File: src/rtl/sec_rtc_pkg.sv
package sec_rtc_pkg;

    localparam int DATA_W = 32;
    localparam int IDX_W  = 3;

    typedef enum logic [IDX_W-1:0] {
        RG_COUNT = 3'd0,
        RG_MATCH = 3'd1,
        RG_LOAD  = 3'd2,
        RG_CTRL  = 3'd3,
        RG_STAT  = 3'd4,
        RG_RAW   = 3'd5,
        RG_ACK   = 3'd6,
        RG_VER   = 3'd7
    } reg_sel_e;

    // packed: wrap is bit 3, run bit 2, mask bit 1, ie bit 0
    typedef struct packed {
        logic wrap;
        logic run;
        logic mask;
        logic ie;
    } ctrl_t;

    typedef struct packed {
        logic              wr;
        logic              rd;
        reg_sel_e          sel;
        logic [DATA_W-1:0] data;
    } bus_req_t;

    function automatic reg_sel_e idx_to_sel(input logic [IDX_W-1:0] idx);
        return reg_sel_e'(idx);
    endfunction

    function automatic logic [DATA_W-1:0] ctrl_word(input ctrl_t c);
        return {{(DATA_W-4){1'b0}}, c};
    endfunction

    function automatic logic [DATA_W-1:0] flag_word(input logic f);
        return {{(DATA_W-1){1'b0}}, f};
    endfunction

endpackage

File: src/rtl/rtc_prescaler.sv
module rtc_prescaler #(
    parameter int DIV = 32768
) (
    input  logic clk,
    input  logic rst,
    input  logic run,
    output logic tick
);
    localparam int CW = (DIV > 2) ? $clog2(DIV) : 1;
    localparam logic [CW-1:0] LAST = CW'(DIV - 1);

    logic [CW-1:0] phase;

    always_ff @(posedge clk) begin
        if (rst || !run) begin
            phase <= '0;
        end else if (phase == LAST) begin
            phase <= '0;
        end else begin
            phase <= phase + CW'(1);
        end
    end

    assign tick = run && (phase == LAST);

    // strobes are isolated single cycles for DIV >= 2
    p_tick_single_r2: assert property (@(posedge clk) disable iff (rst)
        tick |=> !tick);

    // a stopped prescaler emits no strobe on the next cycle
    p_stop_quiet_r3: assert property (@(posedge clk) disable iff (rst)
        !run |=> !tick);

endmodule

File: src/rtl/rtc_counter.sv
module rtc_counter #(
    parameter int W = 32
) (
    input  logic         clk,
    input  logic         rst,
    input  logic         tick,
    input  logic         wrap,
    input  logic         load_wr,
    input  logic [W-1:0] load_data,
    input  logic [W-1:0] match_val,
    output logic [W-1:0] count,
    output logic [W-1:0] load_val,
    output logic         hit
);
    localparam logic [W-1:0] ALL_ONES = '1;

    logic         pend;
    logic [W-1:0] nxt;

    always_comb begin
        if (pend) begin
            nxt = load_val;
        end else if (count == ALL_ONES) begin
            nxt = wrap ? '0 : count;
        end else begin
            nxt = count + W'(1);
        end
    end

    assign hit = tick && (nxt != count) && (nxt == match_val);

    always_ff @(posedge clk) begin
        if (rst) begin
            count <= '0;
        end else if (tick) begin
            count <= nxt;
        end
    end

    always_ff @(posedge clk) begin
        if (rst) begin
            load_val <= '0;
            pend     <= 1'b0;
        end else begin
            if (load_wr) begin
                load_val <= load_data;
            end
            if (load_wr) begin
                pend <= 1'b1;
            end else if (tick) begin
                pend <= 1'b0;
            end
        end
    end

    // count never moves between update strobes
    p_no_early_load_r4: assert property (@(posedge clk) disable iff (rst)
        !tick |=> $stable(count));

    // a pending load is transferred at the strobe
    p_load_xfer_r4: assert property (@(posedge clk) disable iff (rst)
        tick && pend |=> count == $past(load_val));

    // ordinary update adds one
    p_step_r2: assert property (@(posedge clk) disable iff (rst)
        tick && !pend && (count != ALL_ONES) |=> count == $past(count) + W'(1));

    // wrap and saturate at the top of the range
    p_wrap_r5: assert property (@(posedge clk) disable iff (rst)
        tick && !pend && (count == ALL_ONES) && wrap |=> count == '0);
    p_sat_r5: assert property (@(posedge clk) disable iff (rst)
        tick && !pend && (count == ALL_ONES) && !wrap |=> count == ALL_ONES);

endmodule

File: src/rtl/rtc_regs.sv
module rtc_regs
    import sec_rtc_pkg::*;
#(
    parameter logic [DATA_W-1:0] VERSION = 32'h0002_0101
) (
    input  logic              clk,
    input  logic              rst,
    input  bus_req_t          req,
    input  logic [DATA_W-1:0] count,
    input  logic [DATA_W-1:0] load_val,
    input  logic              hit,
    output ctrl_t             ctrl,
    output logic [DATA_W-1:0] match_val,
    output logic              load_wr,
    output logic [DATA_W-1:0] rdata,
    output logic              irq
);
    logic raw;
    logic ack_rd;
    logic masked;

    assign load_wr = req.wr && (req.sel == RG_LOAD);
    assign ack_rd  = req.rd && (req.sel == RG_ACK);
    assign masked  = raw && ctrl.ie && !ctrl.mask;
    assign irq     = masked;

    always_ff @(posedge clk) begin
        if (rst) begin
            ctrl      <= '0;
            match_val <= '0;
        end else if (req.wr) begin
            case (req.sel)
                RG_CTRL:  ctrl      <= ctrl_t'(req.data[3:0]);
                RG_MATCH: match_val <= req.data;
                default:  ;
            endcase
        end
    end

    always_ff @(posedge clk) begin
        if (rst) begin
            raw <= 1'b0;
        end else if (hit) begin
            raw <= 1'b1;
        end else if (ack_rd) begin
            raw <= 1'b0;
        end
    end

    always_ff @(posedge clk) begin
        if (rst) begin
            rdata <= '0;
        end else if (req.rd) begin
            case (req.sel)
                RG_COUNT: rdata <= count;
                RG_MATCH: rdata <= match_val;
                RG_LOAD:  rdata <= load_val;
                RG_CTRL:  rdata <= ctrl_word(ctrl);
                RG_STAT:  rdata <= flag_word(masked);
                RG_RAW:   rdata <= flag_word(raw);
                RG_ACK:   rdata <= '0;
                RG_VER:   rdata <= VERSION;
                default:  rdata <= '0;
            endcase
        end
    end

    // a match always leaves raw status set
    p_hit_sets_r6: assert property (@(posedge clk) disable iff (rst)
        hit |=> raw);
    // raw status is sticky without an acknowledge
    p_raw_sticky_r6: assert property (@(posedge clk) disable iff (rst)
        raw && !ack_rd |=> raw);
    // acknowledge without a coincident match clears the status
    p_ack_clear_r8: assert property (@(posedge clk) disable iff (rst)
        ack_rd && !hit |=> !raw);
    // a set mask keeps the interrupt low
    p_mask_quiet_r7: assert property (@(posedge clk) disable iff (rst)
        ctrl.mask |-> !irq);
    // identification read returns the constant
    p_version_r9: assert property (@(posedge clk) disable iff (rst)
        req.rd && (req.sel == RG_VER) |=> rdata == VERSION);

endmodule

File: src/rtl/sec_rtc.sv
module sec_rtc
    import sec_rtc_pkg::*;
#(
    parameter int                PRESCALE = 32768,
    parameter logic [DATA_W-1:0] VERSION  = 32'h0002_0101
) (
    input  logic              clk,
    input  logic              rst,
    input  logic [IDX_W-1:0]  bus_addr,
    input  logic              bus_wr,
    input  logic [DATA_W-1:0] bus_wdata,
    input  logic              bus_rd,
    output logic [DATA_W-1:0] bus_rdata,
    output logic              irq
);
    bus_req_t          req;
    ctrl_t             ctrl;
    logic              tick;
    logic              hit;
    logic              load_wr;
    logic [DATA_W-1:0] count;
    logic [DATA_W-1:0] load_val;
    logic [DATA_W-1:0] match_val;

    assign req.wr   = bus_wr;
    assign req.rd   = bus_rd;
    assign req.sel  = idx_to_sel(bus_addr);
    assign req.data = bus_wdata;

    rtc_prescaler #(.DIV(PRESCALE)) u_presc (
        .clk  (clk),
        .rst  (rst),
        .run  (ctrl.run),
        .tick (tick)
    );

    rtc_counter #(.W(DATA_W)) u_cnt (
        .clk       (clk),
        .rst       (rst),
        .tick      (tick),
        .wrap      (ctrl.wrap),
        .load_wr   (load_wr),
        .load_data (bus_wdata),
        .match_val (match_val),
        .count     (count),
        .load_val  (load_val),
        .hit       (hit)
    );

    rtc_regs #(.VERSION(VERSION)) u_regs (
        .clk       (clk),
        .rst       (rst),
        .req       (req),
        .count     (count),
        .load_val  (load_val),
        .hit       (hit),
        .ctrl      (ctrl),
        .match_val (match_val),
        .load_wr   (load_wr),
        .rdata     (bus_rdata),
        .irq       (irq)
    );

    // with run clear the count cannot move
    p_hold_r3: assert property (@(posedge clk) disable iff (rst)
        !ctrl.run |=> $stable(count));

endmodule

File: config.mk
export PLATFORM = sky130hd
export DESIGN_NAME = sec_rtc
export DESIGN_NICKNAME = d
export VERILOG_FILES = /design/src/rtl/sec_rtc_pkg.sv /design/src/rtl/rtc_prescaler.sv /design/src/rtl/rtc_counter.sv /design/src/rtl/rtc_regs.sv /design/src/rtl/sec_rtc.sv
export SDC_FILE = /design/constraint.sdc
export NUM_CORES = 1
export LEC_CHECK = 0
export ABC_CLOCK_PERIOD_IN_PS = 3000
export BUFFER_PORTS_ARGS = -buffer_cell sky130_fd_sc_hd__clkbuf_2
export CORE_ASPECT_RATIO = 0.6
export CORE_MARGIN = 1
export CORE_UTILIZATION = 55
export DETAILED_ROUTE_END_ITERATION = 10
export PLACE_DENSITY_LB_ADDON = 0.1
export SYNTH_ARGS = -nofsm -noshare
export SYNTH_HDL_FRONTEND = slang
export SYNTH_SLANG_ARGS = --single-unit
File: constraint.sdc
create_clock -name clk -period 3 [get_ports clk]
set_input_delay 0.15 -clock clk [delete_from_list [all_inputs] [get_ports clk]]
set_output_delay 0.15 -clock clk [all_outputs]
set_load 0.05 [all_outputs]
==> results.cfg, run 1 <==
[timing]
tns_ns = 0
setup_viol = 0
worstMarginPinSlew_ns = 0.689
finClkSkew_ns = 0.0171
fin_crit_sh_pct = 98.9
clock.fmax_mhz = 337
finalHoldViolCount = 0
finalCriticalPeriod_ns = 2.97
drv_slew = 0
rsz0062_at_grt = false
relSlewSlack_pct = 53.6
timing.hold.ws_ns = 0.292

[die]
core_um2 = 15700
die_w_um = 168
ios = 72
die_height_um = 102
rows = 35
dieArea_um2 = 17000
start_util_pct = 57.8

[worst_setup_path]
worstSetupStartpointType = register
crit_path_end_kind = register
worstPathRequired_ns = 3.33
critPathKind = reg2reg
cp_max_fo = 8
crit_arrival_ns = 3.30

[cells_and_area]
antenna_cells = 0
fill_cells = 1259
multi_input_area_um2 = 5640
drive_gt1_share_pct = 19.3
register_area_um2 = 2990
post-route-util_pct = 71.7
num-nets-final = 1423
final_area_um2 = 11300
area_delta_synth_final_pct = 24.1

[power_and_ir_drop]
pwr_density_cell_nw_per_um2 = 425
p_leak_nw = 4.28
vdd_ir_drop_max_mv = 0.495
total_power_mw = 4.79

[yosys]
ys_warn_count = 0
ys_top_cells_by_area = dfxtp_1, nand2_1, a21oi_1
async_flop_share_pct = 0
yosys.area.top_type = dfxtp_1
synth_cells = 1236
synth_ff_type = dfxtp_1
synth_nets = 1277
syn_area_um2 = 9080
avgSynthCellArea_um2 = 7.35
yosys.area.top_type_share_pct = 32.8
ys_types = 69
synth_edf_count = 0
synth_most_common_cell = nand2_1
ys_seq_area_share_pct = 32.8
yosys-top-cells-count = nand2_1, dfxtp_1, a21oi_1, nor2_1
ys_ff_latch = 149

[placed_design]
post_dp_cell_area_um2 = 10300
hpwl_um = 28000
io_buffers = 71
globalplace.congestion = 1.06

[route]
initialDrtViolationCount = 1774
via_count = 10247
finalWirelength_um = 38200
wl_per_cell_um = 23.9
detail-route-antenna-nets = 0
vias_per_cell = 6.41
drt_pass1_iterations = 7
drc_errors = 0

[clocking]
clk_pin_slew_ns = 0.07
cts_buffers = 17
clock_path_buffers = 2
cts_tree = built
clk_latency_ns = 0.45
ctsHtreeMaxLevel = 4
cts_sinks = 149
clock-root-buffer = clkbuf_16

[hold_path]
holdCritPathClass = in2reg

[global_route]
grt_pass1_vias = 9177
grtUsageTotal_pct = 45.8
grt_max_degree = 136
overflow = 0
antenna_found_initial = 1
grt_pass1_wl_um = 57300

[flow_run]
maxCapViolations = 0

[run_status]
status = complete, no violations
==> layout make-up <==
class / count / area share, %
Multi-Input combinational cell: 965 / 50.0
Sequential cell: 149 / 26.5
Timing Repair Buffer: 231 / 15.1
Clock buffer: 18 / 3.90
Tap cell: 203 / 2.25
Clock inverter: 14 / 1.65
Inverter: 18 / 0.599
==> power by group <==
part           switching (mW)  internal, mW  total, mW
logic                   0.256         0.151      0.407
registers              0.0349          2.00       2.04
clock network            1.05          1.30       2.35
==> sequential cells by signal (all words and copies together) (netlist names) <==
name and cells:
u_cnt.count 32, u_cnt.load_val 32, u_cnt.pend 1, u_presc.phase 15
u_regs.ctrl 4, u_regs.match_val 32, u_regs.raw 1, u_regs.rdata 32
==> cells in the final DEF (no fill, tap or decap), types with 5 or more instances in the layout <==
| master | count |
|---|---|
| a2bb2oi_1 | 5 |
| nand3_1 | 33 |
| dfxtp_1 | 147 |
| a22oi_1 | 7 |
| xor2_1 | 25 |
| or3_1 | 7 |
| a211oi_1 | 5 |
| o211ai_1 | 12 |
| nand2_1 | 239 |
| a311oi_1 | 5 |
| nand2b_1 | 12 |
| nand4_2 | 5 |
| o31ai_1 | 7 |
| buf_12 | 5 |
| o2111ai_1 | 5 |
| nor2b_1 | 30 |
| a31oi_1 | 10 |
| o21ai_0 | 63 |
| inv_1 | 17 |
| nor3_1 | 22 |
| nand4_1 | 26 |
| nor4_1 | 8 |
| mux2i_1 | 35 |
| xnor2_1 | 61 |
| a21oi_1 | 138 |
| o22ai_1 | 5 |
| and4_1 | 8 |
| clkbuf_16 | 17 |
| nor2_1 | 101 |
| clkbuf_2 | 70 |
| dlygate4sd3_1 | 32 |
| buf_4 | 124 |
| and3_1 | 11 |
==> cells by family (layout without fill, tap and decap cells) <==
kind of cell	Yosys count	after routing	synth area share, %
AND/OR/NAND/NOR	537	537	28.5
adder cells (fa/ha/maj)	2	2	0.275
AO/OA/AOI/OAI	300	300	20.0
multiplexers	39	39	4.35
flip-flops	149	149	32.8
buffers and inverters	122	281	5.70
XOR/XNOR	87	87	8.39
==> critical path, stage by stage (launching register included) <==
cell,delay [ns]
dfxtp_1,0.39
buf_4,0.20
xnor2_1,0.32
nand2_1,0.12
a2111oi_0,0.45
buf_4,0.20
a31oi_1,0.16
a211oi_1,0.26
o211ai_1,0.13
a211o_1,0.32
o211ai_1,0.20
o31ai_1,0.10
==> repair_timing <==
action | CTS | global route
pin swaps | 0 | 0
endpoints found under the hold margin | 67 | 0
gates resized for setup | 2 | 12
setup endpoints to repair | 1 | 1
buffers inserted | 0 | 0
hold buffers | 32 | 0
==> per-layer routing <==
layer	vias up	GRT usage, %	wire length [µm]
li1	4620	-	-
met3	84	20.0	6760
met4	0	12.2	829
met1	4726	66.5	16500
met2	817	60.2	14100
met5	-	0	0
==> through the flow <==
step	worst slack, ns	instances
finish	0.0326	1598
global route	0.0146	1598
CTS	0.00990	1598
detailed placement	-0.188	1534
global placement	-0.252	1534
floorplan	0.417	1236
==> worst paths after layout <==
check	slack (ns)	start	to	cells after the start
worst max register to register	0.03	u_cnt.count[30]$_SDFFE_PP0P_	u_regs.raw$_SDFFE_PP0P_	11
worst min register to register	0.48	u_presc.phase[0]$_SDFF_PP0_	u_presc.phase[0]$_SDFF_PP0_	1
worst min-delay path	0.29	bus_rd	u_regs.rdata[8]$_SDFFE_PP0P_	2
worst max-delay path	0.03	u_cnt.count[30]$_SDFFE_PP0P_	u_regs.raw$_SDFFE_PP0P_	11
No activity file was read; power rests on OpenSTA's default activity.
==> run 2: changes to the inputs <==
--- a/config.mk
+++ b/config.mk
@@ -7,7 +7,6 @@
 export LEC_CHECK = 0
 export ABC_CLOCK_PERIOD_IN_PS = 3000
 export BUFFER_PORTS_ARGS = -buffer_cell sky130_fd_sc_hd__clkbuf_2
-export CORE_ASPECT_RATIO = 0.6
 export CORE_MARGIN = 1
 export CORE_UTILIZATION = 55
 export DETAILED_ROUTE_END_ITERATION = 10
==> constraint.sdc (replaced) <==
create_clock -name clk -period 3 [get_ports clk]
set_input_delay 0.15 -clock clk [delete_from_list [all_inputs] [get_ports clk]]
set_output_delay 0.15 -clock clk [all_outputs]
set_load 0.01 [all_outputs]
==> results.cfg, run 2 (synthesis results as in run 1) <==
[run_status]
status = complete, no violations

[timing]
worstMarginPinSlew_ns = 1.08
relSlewSlack_pct = 28.1
finalCriticalPeriod_ns = 2.92
finalHoldViolCount = 0
fin_crit_sh_pct = 97.2
clock.fmax_mhz = 343
drv_slew = 0
setup_viol = 0
finClkSkew_ns = 0.0123

[clocking]
clk_pin_slew_ns = 0.08
cts_buffers = 17
cts_tree = built
cts_sinks = 149
ctsHtreeMaxLevel = 4
clk_latency_ns = 0.45
clock_path_buffers = 2
clock-root-buffer = clkbuf_16

[cells_and_area]
layout_commonest_cell = nand2_1
fin_cells = 1629
final_cell_mix = nand2_1, buf_4, dfxtp_1
num-nets-final = 1441
drive_gt1_share_pct = 21.2
antenna_cells = 0
area_delta_synth_final_pct = 26.7

[route]
vias_per_cell = 6.29
drt_pass1_iterations = 6
initialDrtViolationCount = 1581
finalWirelength_um = 36100
detail-route-antenna-nets = 0
wl_per_cell_um = 22.1
via_count = 10239
drc_errors = 0

[worst_setup_path]
cp_max_fo = 4
crit_path_end_kind = register
cpMaxStageDelayCell = nor4_4
crit_path_cell_trace = nand4_1 > buf_4 > nor4_4 > buf_4 > a21oi_1 > o31ai_2 > xor2_1 > nand4_1 > nor4_4 > nand4_1 > o31ai_1
worstSetupStartpointType = register
critical-path-max-stage-delay_ns = 0.38
cp_num_buf_inv = 2
worst_path_most_repeated_cell = nand4_1
crit_family = simple AND/OR/NAND/NOR gates
critPathKind = reg2reg
worstPathRequired_ns = 3.37
crit_arrival_ns = 3.28

[die]
dieArea_um2 = 17000
ios = 72
die_height_um = 131
die_w_um = 131
core_um2 = 16000
start_util_pct = 56.8
rows = 46

[power_and_ir_drop]
total_power_mw = 4.72
pwr_density_cell_nw_per_um2 = 410
p_leak_nw = 4.41
vdd_ir_drop_max_mv = 0.444

[global_route]
grt_max_degree = 102
antenna_found_initial = 0
grt_pass1_vias = 9181
overflow = 0
grtUsageTotal_pct = 42.8
grt_pass1_wl_um = 53800

[flow_run]
maxCapViolations = 0

[placed_design]
globalplace.congestion = 1.04
io_buffers = 71
place_inst = 1561
hpwl_um = 26400

[hold_path]
holdCritPathClass = in2reg
[run 2: cell types whose count changed in the layout (fill, tap and decap cells not counted), sizes merged]
cell	previous run	this run
clkbuf	88	87
inv	25	23
clkinvlp	0	1
clkinv	5	8
buf	129	147
bufinv	2	1
[run 2: layout make-up]
| type | count | area, µm² |
|---|---|---|
| clock buffers | 17 | 425 |
| clock inverters | 15 | 204 |
| fillers | 1315 | 4490 |
| inverters | 18 | 67.6 |
| multi-input cells | 965 | 5710 |
| flip-flops and latches | 149 | 2990 |
| well taps | 216 | 270 |
| repair buffers | 249 | 1840 |
[run 2: what timing repair did]
item                                    CTS  global route
setup buffers                             0             4
hold endpoints to repair                 67             0
pin swaps                                 0             7
hold buffers                             32             0
endpoints found under the setup margin    1             1
gates resized for setup                   1            34
[run 2: metrics by stage]
| step | TNS (ns) | instance area, µm² | util (%) | setup slack (ns) | hold WS (ns) |
|---|---|---|---|---|---|
| final | 0 | 11500 | 71.9 | 0.0830 | 0.116 |
| after global routing | -0.0436 | 11500 | 71.9 | -0.0436 | 0.132 |
| after CTS | 0 | 11300 | 70.9 | 0.00325 | 0.112 |
| after detailed placement | -0.0616 | 10400 | 65.0 | -0.0616 | 0.391 |
| after global placement | -0.125 | 10400 | 65.0 | -0.125 | 0.388 |
| after floorplan | 0 | 9080 | - | 0.417 | 0.286 |
[run 2: worst paths after layout]
| kind | from | end | slack (ns) | cells past startpoint |
|---|---|---|---|---|
| worst min register to register | u_presc.phase[0]$_SDFF_PP0_ | u_presc.phase[0]$_SDFF_PP0_ | 0.48 | 1 |
| worst max-delay path | u_cnt.count[24]$_SDFFE_PP0P_ | u_regs.raw$_SDFFE_PP0P_ | 0.08 | 11 |
| worst max register to register | u_cnt.count[24]$_SDFFE_PP0P_ | u_regs.raw$_SDFFE_PP0P_ | 0.08 | 11 |
| worst min-delay path | rst | u_regs.rdata[3]$_SDFFE_PP0P_ | 0.12 | 2 |
[run 2: where the power goes]
group | leakage [nW] | internal [mW] | switching (mW) | total, mW
registers | 1.21 | 2.00 | 0.0323 | 2.03
clock network | 0.301 | 1.21 | 1.08 | 2.29
logic | 2.90 | 0.158 | 0.235 | 0.393
[run 2: per-layer routing]
metal  up-vias  routed length (µm)  global-route usage, %  share of wire, %
li1       4634                   -                      -                 -
met1      4748               14600                   57.9                40
met2       721               15200                   63.1                42
met3       136                4390                   10.3                12
met4         0                1920                   22.3               5.3
met5         -                   0                      0                 0
